File: src/rtl/rfsh_gen_pkg.sv
package rfsh_gen_pkg;

  typedef enum logic [1:0] {
    IVL_X1 = 2'd0,
    IVL_X2 = 2'd1,
    IVL_X4 = 2'd2,
    IVL_X8 = 2'd3
  } ivl_sel_e;

  typedef struct packed {
    logic     en;
    logic     wait_st;
    ivl_sel_e sel;
  } rfsh_cfg_t;

  localparam rfsh_cfg_t CFG_RESET = '{en: 1'b1, wait_st: 1'b1, sel: IVL_X8};

endpackage

File: src/rtl/rfsh_gen_timer.sv
module rfsh_gen_timer
  import rfsh_gen_pkg::*;
#(
  parameter int BASE_STATES = 10
) (
  input  logic     clk,
  input  logic     rst_n,
  input  logic     en_i,
  input  ivl_sel_e sel_i,
  input  logic     busy_i,
  input  logic     grant_i,
  output logic     pend_o
);

  localparam int MAX_STATES = BASE_STATES * 8;
  localparam int CNT_W      = $clog2(MAX_STATES + 1);

  logic [CNT_W-1:0] cnt_q;
  logic [CNT_W-1:0] last_cnt;
  logic             pend_q;

  always_comb last_cnt = (CNT_W'(BASE_STATES) << sel_i) - CNT_W'(1);

  always_ff @(posedge clk) begin
    if (!rst_n) begin
      cnt_q  <= '0;
      pend_q <= 1'b0;
    end else if (!en_i) begin
      cnt_q  <= '0;
      pend_q <= 1'b0;
    end else if (grant_i) begin
      cnt_q  <= '0;
      pend_q <= 1'b0;
    end else if (busy_i || pend_q) begin
      cnt_q  <= '0;
    end else if (cnt_q >= last_cnt) begin
      cnt_q  <= '0;
      pend_q <= 1'b1;
    end else begin
      cnt_q  <= cnt_q + CNT_W'(1);
    end
  end

  assign pend_o = pend_q;


  pend_not_from_busy_chk: assert property (@(posedge clk) disable iff (!rst_n)
    busy_i |=> !pend_o);


  pend_off_when_disabled_chk: assert property (@(posedge clk) disable iff (!rst_n)
    !en_i |=> !pend_o);

endmodule

File: src/rtl/rfsh_gen_cycle.sv
module rfsh_gen_cycle #(
  parameter int ADDR_W = 8
) (
  input  logic              clk,
  input  logic              rst_n,
  input  logic              grant_i,
  input  logic              wait_i,
  output logic              active_o,
  output logic [ADDR_W-1:0] row_o
);

  logic [1:0]        st_q;
  logic              active_q;
  logic              wait_q;
  logic [ADDR_W-1:0] row_q;
  logic [1:0]        last_st;

  always_comb last_st = wait_q ? 2'd2 : 2'd1;

  always_ff @(posedge clk) begin
    if (!rst_n) begin
      st_q     <= '0;
      active_q <= 1'b0;
      wait_q   <= 1'b0;
      row_q    <= '0;
    end else if (grant_i) begin
      st_q     <= '0;
      active_q <= 1'b1;
      wait_q   <= wait_i;
    end else if (active_q) begin
      if (st_q == last_st) begin
        active_q <= 1'b0;
        row_q    <= row_q + ADDR_W'(1);
      end else begin
        st_q <= st_q + 2'd1;
      end
    end
  end

  assign active_o = active_q;
  assign row_o    = row_q;


  row_step_chk: assert property (@(posedge clk) disable iff (!rst_n)
    $fell(active_q) |-> row_q == $past(row_q) + ADDR_W'(1));


  three_state_needs_wait_chk: assert property (@(posedge clk) disable iff (!rst_n)
    (active_q && $past(active_q) && $past(active_q, 2)) |-> wait_q);


  never_four_states_chk: assert property (@(posedge clk) disable iff (!rst_n)
    (active_q && $past(active_q) && $past(active_q, 2)) |=> !active_q);

endmodule

File: src/rtl/rfsh_gen.sv
module rfsh_gen
  import rfsh_gen_pkg::*;
#(
  parameter int BASE_STATES = 10,
  parameter int ADDR_W      = 8
) (
  input  logic              clk,
  input  logic              rst_n,
  input  logic              cfg_we_i,
  input  logic [3:0]        cfg_wdata_i,
  input  logic              cyc_ready_i,
  output logic              ref_valid_o,
  output logic [ADDR_W-1:0] addr_o,
  output logic              rfsh_o,
  output logic              mreq_o
);

  rfsh_cfg_t         cfg_q;
  logic              pend;
  logic              active;
  logic              grant;
  logic [ADDR_W-1:0] row;

  always_ff @(posedge clk) begin
    if (!rst_n)        cfg_q <= CFG_RESET;
    else if (cfg_we_i) cfg_q <= rfsh_cfg_t'(cfg_wdata_i);
  end

  assign grant = pend && cyc_ready_i && cfg_q.en;

  rfsh_gen_timer #(.BASE_STATES(BASE_STATES)) timer_i (
    .clk     (clk),
    .rst_n   (rst_n),
    .en_i    (cfg_q.en),
    .sel_i   (cfg_q.sel),
    .busy_i  (active),
    .grant_i (grant),
    .pend_o  (pend)
  );

  rfsh_gen_cycle #(.ADDR_W(ADDR_W)) cycle_i (
    .clk      (clk),
    .rst_n    (rst_n),
    .grant_i  (grant),
    .wait_i   (cfg_q.wait_st),
    .active_o (active),
    .row_o    (row)
  );

  assign ref_valid_o = pend;
  assign addr_o      = active ? row : '0;
  assign rfsh_o      = active;
  assign mreq_o      = active;


  start_needs_handshake_chk: assert property (@(posedge clk) disable iff (!rst_n)
    $rose(rfsh_o) |-> $past(ref_valid_o && cyc_ready_i));


  request_held_chk: assert property (@(posedge clk) disable iff (!rst_n)
    (ref_valid_o && !cyc_ready_i && !cfg_we_i) |=> ref_valid_o);


  addr_steady_chk: assert property (@(posedge clk) disable iff (!rst_n)
    (rfsh_o && $past(rfsh_o)) |-> $stable(addr_o));


  no_start_disabled_chk: assert property (@(posedge clk) disable iff (!rst_n)
    (!cfg_q.en && !rfsh_o) |=> !rfsh_o);

endmodule

File: config.mk
export PLATFORM = sky130hd
export DESIGN_NAME = rfsh_gen
export DESIGN_NICKNAME = d
export VERILOG_FILES = /design/src/rtl/rfsh_gen_pkg.sv /design/src/rtl/rfsh_gen_timer.sv /design/src/rtl/rfsh_gen_cycle.sv /design/src/rtl/rfsh_gen.sv
export SDC_FILE = /design/constraint.sdc
export NUM_CORES = 1
export LEC_CHECK = 0
export BUFFER_PORTS_ARGS = -buffer_cell sky130_fd_sc_hd__buf_2
export CORE_MARGIN = 10
export CORE_UTILIZATION = 30
export CTS_BUF_LIST = sky130_fd_sc_hd__clkbuf_16
export CTS_CLUSTER_DIAMETER = 40
export DETAILED_ROUTE_END_ITERATION = 16
export GPL_TIMING_DRIVEN = 0
export RECOVER_POWER = 50
export SLEW_MARGIN = 20
export SYNTH_ARGS = -nofsm -noshare
export SYNTH_HDL_FRONTEND = slang
export SYNTH_SLANG_ARGS = --single-unit
export TNS_END_PERCENT = 1
File: constraint.sdc
create_clock -name clk -period 5.54 [get_ports clk]
set_input_delay 0.277 -clock clk [delete_from_list [all_inputs] [get_ports clk]]
set_output_delay 0.277 -clock clk [all_outputs]
set_load 0.01 [all_outputs]
# --- Word level (Yosys, flattened, before mapping) ---
# Cells that the tools add are included.
totals:
  register_bits: 24
  input_bits: 8
  out_inout_bits: 11
  word_cells: 35
op_classes:
  add_sub_neg: 4
  magnitude_cmp: 1
  eq_ne: 1
  shifts: 1
  mux: 5
  bitwise: 5
  reduce_logical: 9
ops:
  columns: ["op", "n"]
  rows:
  - ["$add 8x1->8 const B", 1]
  - ["$mux 8", 1]
  - ["$add 7x1->7 const B", 1]
  - ["$ge 7x7->1", 1]
  - ["$shl 4x2->7 const A", 1]
  - ["$sub 7x2->7 const B", 1]
  - ["$not 1->1", 5]
  - ["$reduce_or 5->1", 1]
  - ["$reduce_and 2->1", 2]
  - ["$mux 1", 3]
  - ["$reduce_and 3->1", 1]
  - ["$reduce_or 3->1", 1]
  - ["$add 2x1->2 const B", 1]
  - ["$eq 2x2->1", 1]
  - ["$logic_and 1x1->1", 2]
  - ["$mux 2", 1]
  - ["$reduce_or 2->1", 1]
  - ["$logic_or 1x1->1", 1]

# --- Depth between registers and ports, before layout ---
logic_depth:
  depth_word: 5
  depth_mapped: 8
  mapped_depth_nobuf: 8

# --- Hierarchy ---
# From an unflattened synthesis, not the netlist that was laid out.
hier_totals:
  hier_cells: 147
  hier_area_um2: 1381.3
modules_own_cells:
  columns: ["mod", "instances", "cells_per_inst", "area_per_inst_um2", "seq_area_each_um2"]
  rows:
  - ["rfsh_gen_cycle", 1, 63, 603.1, 240.2]
  - ["rfsh_gen_timer", 1, 61, 568.0, 160.2]
  - ["rfsh_gen", 1, 23, 210.2, 80.1]

# --- Worst setup path after synthesis ---
# No wires, ideal clock.
synth_timing:
  kind: "register -> register"
  from: "register cfg_q[0] (netlist bit)"
  to: "register timer_i.pend_q (netlist: timer_i.pend_o)"
  setup_ns: 0.138
  t_arrival_ns: 1.688
  t_required_ns: 5.402
  path_slack_ns: 3.714
  path_stages_with_launch: 9
  n_path_buf: 0
  synth_period_minus_slack_ns: 1.826
  cell_sequence: "dfxtp_1 > inv_1 > ha_1 > xor2_1 > ha_1 > a21oi_1 > a21oi_1 > a2111oi_0 > a2111oi_0"
synth_between:
  elab_chain_cells: 4
synth_rtl:
  columns: ["item", "line", "rtl"]
  rows:
  - ["start, declared", "rfsh_gen.sv:18", "rfsh_cfg_t cfg_q;"]
  - ["start signal, assigned", "rfsh_gen.sv:26", "else if (cfg_we_i) cfg_q <= rfsh_cfg_t'(cfg_wdata_i);"]
  - ["$shl 4x2->7", "rfsh_gen_timer.sv:22", "always_comb last_cnt = (CNT_W'(BASE_STATES) << sel_i) - CNT_W'(1);"]
  - ["$sub 7x2->7", "rfsh_gen_timer.sv:22", null]
  - ["$ge 7x7->1", "rfsh_gen_timer.sv:36", "end else if (cnt_q >= last_cnt) begin"]
  - ["$reduce_and 2->1 (no source line)", null, null]
  - ["end signal, assigned", "rfsh_gen_timer.sv:27", "pend_q <= 1'b0;"]
  - ["end signal, assigned", "rfsh_gen_timer.sv:30", "pend_q <= 1'b0;"]
  - ["end signal, assigned", "rfsh_gen_timer.sv:38", "pend_q <= 1'b1;"]
  - ["end, declared", "rfsh_gen_timer.sv:20", "logic pend_q;"]
# Every way passes these cells.
# A chain may end at the register's enable or synchronous reset.

# --- Final worst setup path ---
# Ends and elaborated chain as after synthesis.

==> results.yml <==
detailed_routing:
  final_antenna_violating_net_count: 0
  vias: 1025
  detailedRoute.firstPassIterationCount: 4
  routed_wirelength_microns: 2464
  post_drt_via_cell_ratio: 4.724
  detail_route.iter0.violations: 23
  wire_per_inst_microns: 11.35
  drc: 0
finish:
  finalNonFillerCells: 217
  antenna_cells: 0
  nNetsFinal: 189
  most-common-layout-cells: "sky130_fd_sc_hd__dfxtp_1 (24), sky130_fd_sc_hd__nand2_1 (18), sky130_fd_sc_hd__buf_2 (14)"
  fill_cells: 424
  layout_commonest_cell: "sky130_fd_sc_hd__dfxtp_1"
  layout-drive-gt1-share_pct: 13.77
  area_delta_synth_final_pct: 18.55
  multi_input_area_sq_um: 737.0
  post-route-cell-area_sq_um: 1511
  seqCellArea_sq_um: 480.5
  final_core_util_pct: 37.25
timing:
  slew-limit-headroom_pct: 73.61
  worst-slew-pin-transition_ps: 385.8
  hold-worst-slack_ps: 231.8
  post-route-min-period_ps: 2057
  fin_crit_sh_pct: 37.13
  report.final.hold_viol_count: 0
  grt_setup_unrepaired: "no"
  final.setup.worst_slack_ps: 3483
  clock-skew-final_ps: 2.691
  final-max-slew-violation-count: 0
  fmax_ghz: 0.4861
  final_sum_of_negative_setup_slack_ps: 0
  final-setup-viol-count: 0
floorplanning:
  chipWidth_microns: 85.19
  fp.dieH_microns: 85.19
  die_area_sq_um: 7257
  io-pin-count: 19
  effective_utilization_at_floorplan_pct: 31.42
  core_region_area_sq_um: 4058
  number_of_rows_created_at_floorplan: 23
placement:
  place_ws_ps: 3509
  dp.final_hpwl_microns: 1878
  placedInstanceArea_sq_um: 1418
  io_buffers: 16
  gpl.final_weighted_congestion: 0.7124
  place.detailed.instances: 213
power_and_ir_drop:
  intPower_mw: 0.3294
  total_switching_power_mw: 0.07840
  power_frac_comb_pct: 5.4
  power_frac_seq_pct: 44.2
  power.clock.fraction_pct: 50.4
  p_leak_nw: 0.6520
  vdd.ir_drop.worst_mv: 0.1186
  power.share.switching_pct: 19.22
  power_density_nw_per_um2: 269.8
  power.total_mw: 0.4078
critical_path:
  worst_path_largest_cell_delay_ps: 410
  reg2reg_from: "cfg_q[0]"
  worstSetupStartpointType: "register"
  worstPathRequired_ps: 5660
  worst_setup_path_end_kind: "register"
  worst_r2r_path_depth: 8
  setup.worst_path.start: "cfg_q[0]"
  cp-endpoint: "timer_i.pend_o"
  worst_setup_path_type: "register to register"
  critical_path_peak_fanout: 4
  path_cells: "inv_1, ha_1, xor2_1, ha_1, a21oi_1, a21oi_1, a2111oi_0, a2111oi_0"
  worstReg2RegEnd: "timer_i.pend_o"
  slowest_stage: "sky130_fd_sc_hd__a2111oi_0"
  crit_arrival_ps: 2180
  r2r_setup_slack_ps: 3480
synth:
  yosys.cell_types.count: 32
  yosysWarnings: 0
  synth.net_count: 168
  ys_seq_elements: 24
  synthesis.area_sq_um: 1275
  synthesis.area_per_instance_sq_um: 8.673
  seq_area_frac_synth_pct: 37.68
  syn-instance-count: 147
global_route:
  first_global_vias: 1054
  grt.overflow.total: 0
  antenna_found_initial: 0
  grt_max_degree: 15
  track_usage_pct: 7.314
  grt_first_pass_wirelength_microns: 4595
clock_network:
  cts_tree: "yes"
  post_cts.repair.setup_buffers: 0
  clock_tree.buffer_depth: 2
  cts_made_buffers: 3
  cts.root.buffer_cell: "sky130_fd_sc_hd__clkbuf_16"
  clkLatencyLatePin_ps: 260
  h-tree-depth: 1
  cts_num_sinks: 24
  clk_pin_slew_ps: 60
  cts.hold.buffers_added: 0
  cts.repair.resized: 0
run_status:
  outcome: "complete, no violations"
job:
  maxCapViolations: 0
hold_path:
  worst_hold_path_type: "input port to register"
-- worst min path at each step --
stage	start	to	slack [ps]	cells after the start
floorplan	cyc_ready_i	timer_i.pend_o	390	1
global placement	cfg_q[2]	cfg_q[2]	460	2
detailed placement	cycle_i.row_o[7]	cycle_i.row_o[7]	470	2
CTS	cfg_wdata_i[2]	cfg_q[2]	230	3
global route	cfg_wdata_i[1]	cfg_q[1]	240	3
finish	cfg_wdata_i[2]	cfg_q[2]	230	3
-- cell families (layout without fill, tap and decap cells) --
family	Yosys count	in the layout	share of synthesized area [%]
AND/OR/NAND/NOR	64	64	26.30
AO/OA/AOI/OAI	24	24	11.48
flip-flops	24	24	37.68
adder cells (fa/ha/maj)	13	13	12.76
buffers and inverters	11	31	3.924
XOR/XNOR	8	8	5.496
multiplexers	3	3	2.355
-- cell usage after synthesis --
cell                         n  share of area (%)
sky130_fd_sc_hd__nand4_1     3                1.5
sky130_fd_sc_hd__o31ai_1     1               0.59
sky130_fd_sc_hd__o211ai_1    2                1.2
sky130_fd_sc_hd__and2_1      7                3.4
sky130_fd_sc_hd__and2_4      1               0.69
sky130_fd_sc_hd__buf_4       2                1.2
sky130_fd_sc_hd__clkinv_1    1               0.29
sky130_fd_sc_hd__o21ai_0     5                2.0
sky130_fd_sc_hd__buf_2       1               0.39
sky130_fd_sc_hd__nand3_1     9                3.5
sky130_fd_sc_hd__xnor2_1     1               0.69
sky130_fd_sc_hd__nor2b_1     2               0.98
sky130_fd_sc_hd__o21ai_2     1               0.69
sky130_fd_sc_hd__dfxtp_1    24                 38
sky130_fd_sc_hd__nor2_1     12                3.5
sky130_fd_sc_hd__nand2_1    18                5.3
sky130_fd_sc_hd__a211o_1     1               0.69
sky130_fd_sc_hd__or3_1       4                2.0
sky130_fd_sc_hd__mux2i_1     3                2.4
sky130_fd_sc_hd__and3_1      1               0.49
sky130_fd_sc_hd__a21o_2      1               0.69
sky130_fd_sc_hd__xor2_1      7                4.8
sky130_fd_sc_hd__or4_1       2                1.2
sky130_fd_sc_hd__a2111oi_0   2                1.4
sky130_fd_sc_hd__nand4b_2    1                1.2
sky130_fd_sc_hd__nand3_2     1               0.79
sky130_fd_sc_hd__ha_1       13                 13
sky130_fd_sc_hd__a21oi_1    11                4.3
sky130_fd_sc_hd__nand4b_1    2                1.4
sky130_fd_sc_hd__nor3_1      1               0.39
sky130_fd_sc_hd__clkbuf_1    1               0.29
sky130_fd_sc_hd__inv_1       6                1.8
-- power by group through the flow --
stage	clock, mW	combinational [mW]	sequential (mW)
after CTS	0.210	0.0226	0.180
after floorplan	0	0.0165	0.183
after global placement	0	0.0220	0.184
after global routing	0.217	0.0267	0.181
after detailed placement	0	0.0225	0.184
final	0.205	0.0222	0.180
-- worst max-delay path: cells and delay by family, from the launching register on --
family	cells	cell delay, ps
buffers and inverters	1	100
XOR/XNOR	1	150
flip-flops	1	390
AO/OA/AOI/OAI	4	770
adder cells (fa/ha/maj)	2	530
-- area by class of cell --
class	count	share of cell area (%)
sequential	24	31.79
clock buffer	3	4.967
inverter	7	1.738
tap	50	4.139
timing repair buffer	16	5.132
multi-input combinational	112	48.76
clock inverter	1	1.987
buffer	4	1.490
-- flip-flops by register name, indices dropped and copies added (netlist names) --
signal and cells:
timer_i.pend_o 1, cycle_i.row_o 8, cycle_i.wait_q 1, timer_i.cnt_q 7, cfg_q 4, cycle_i.st_q 2, cycle_i.active_o 1
-- layer usage --
metal	GRT usage, %	part of all wire (%)
met5	0	0
met4	3.593	1.5
met3	1.721	3.8
met2	11.17	41
met1	9.333	54
Power figures use the tool's default switching activity.
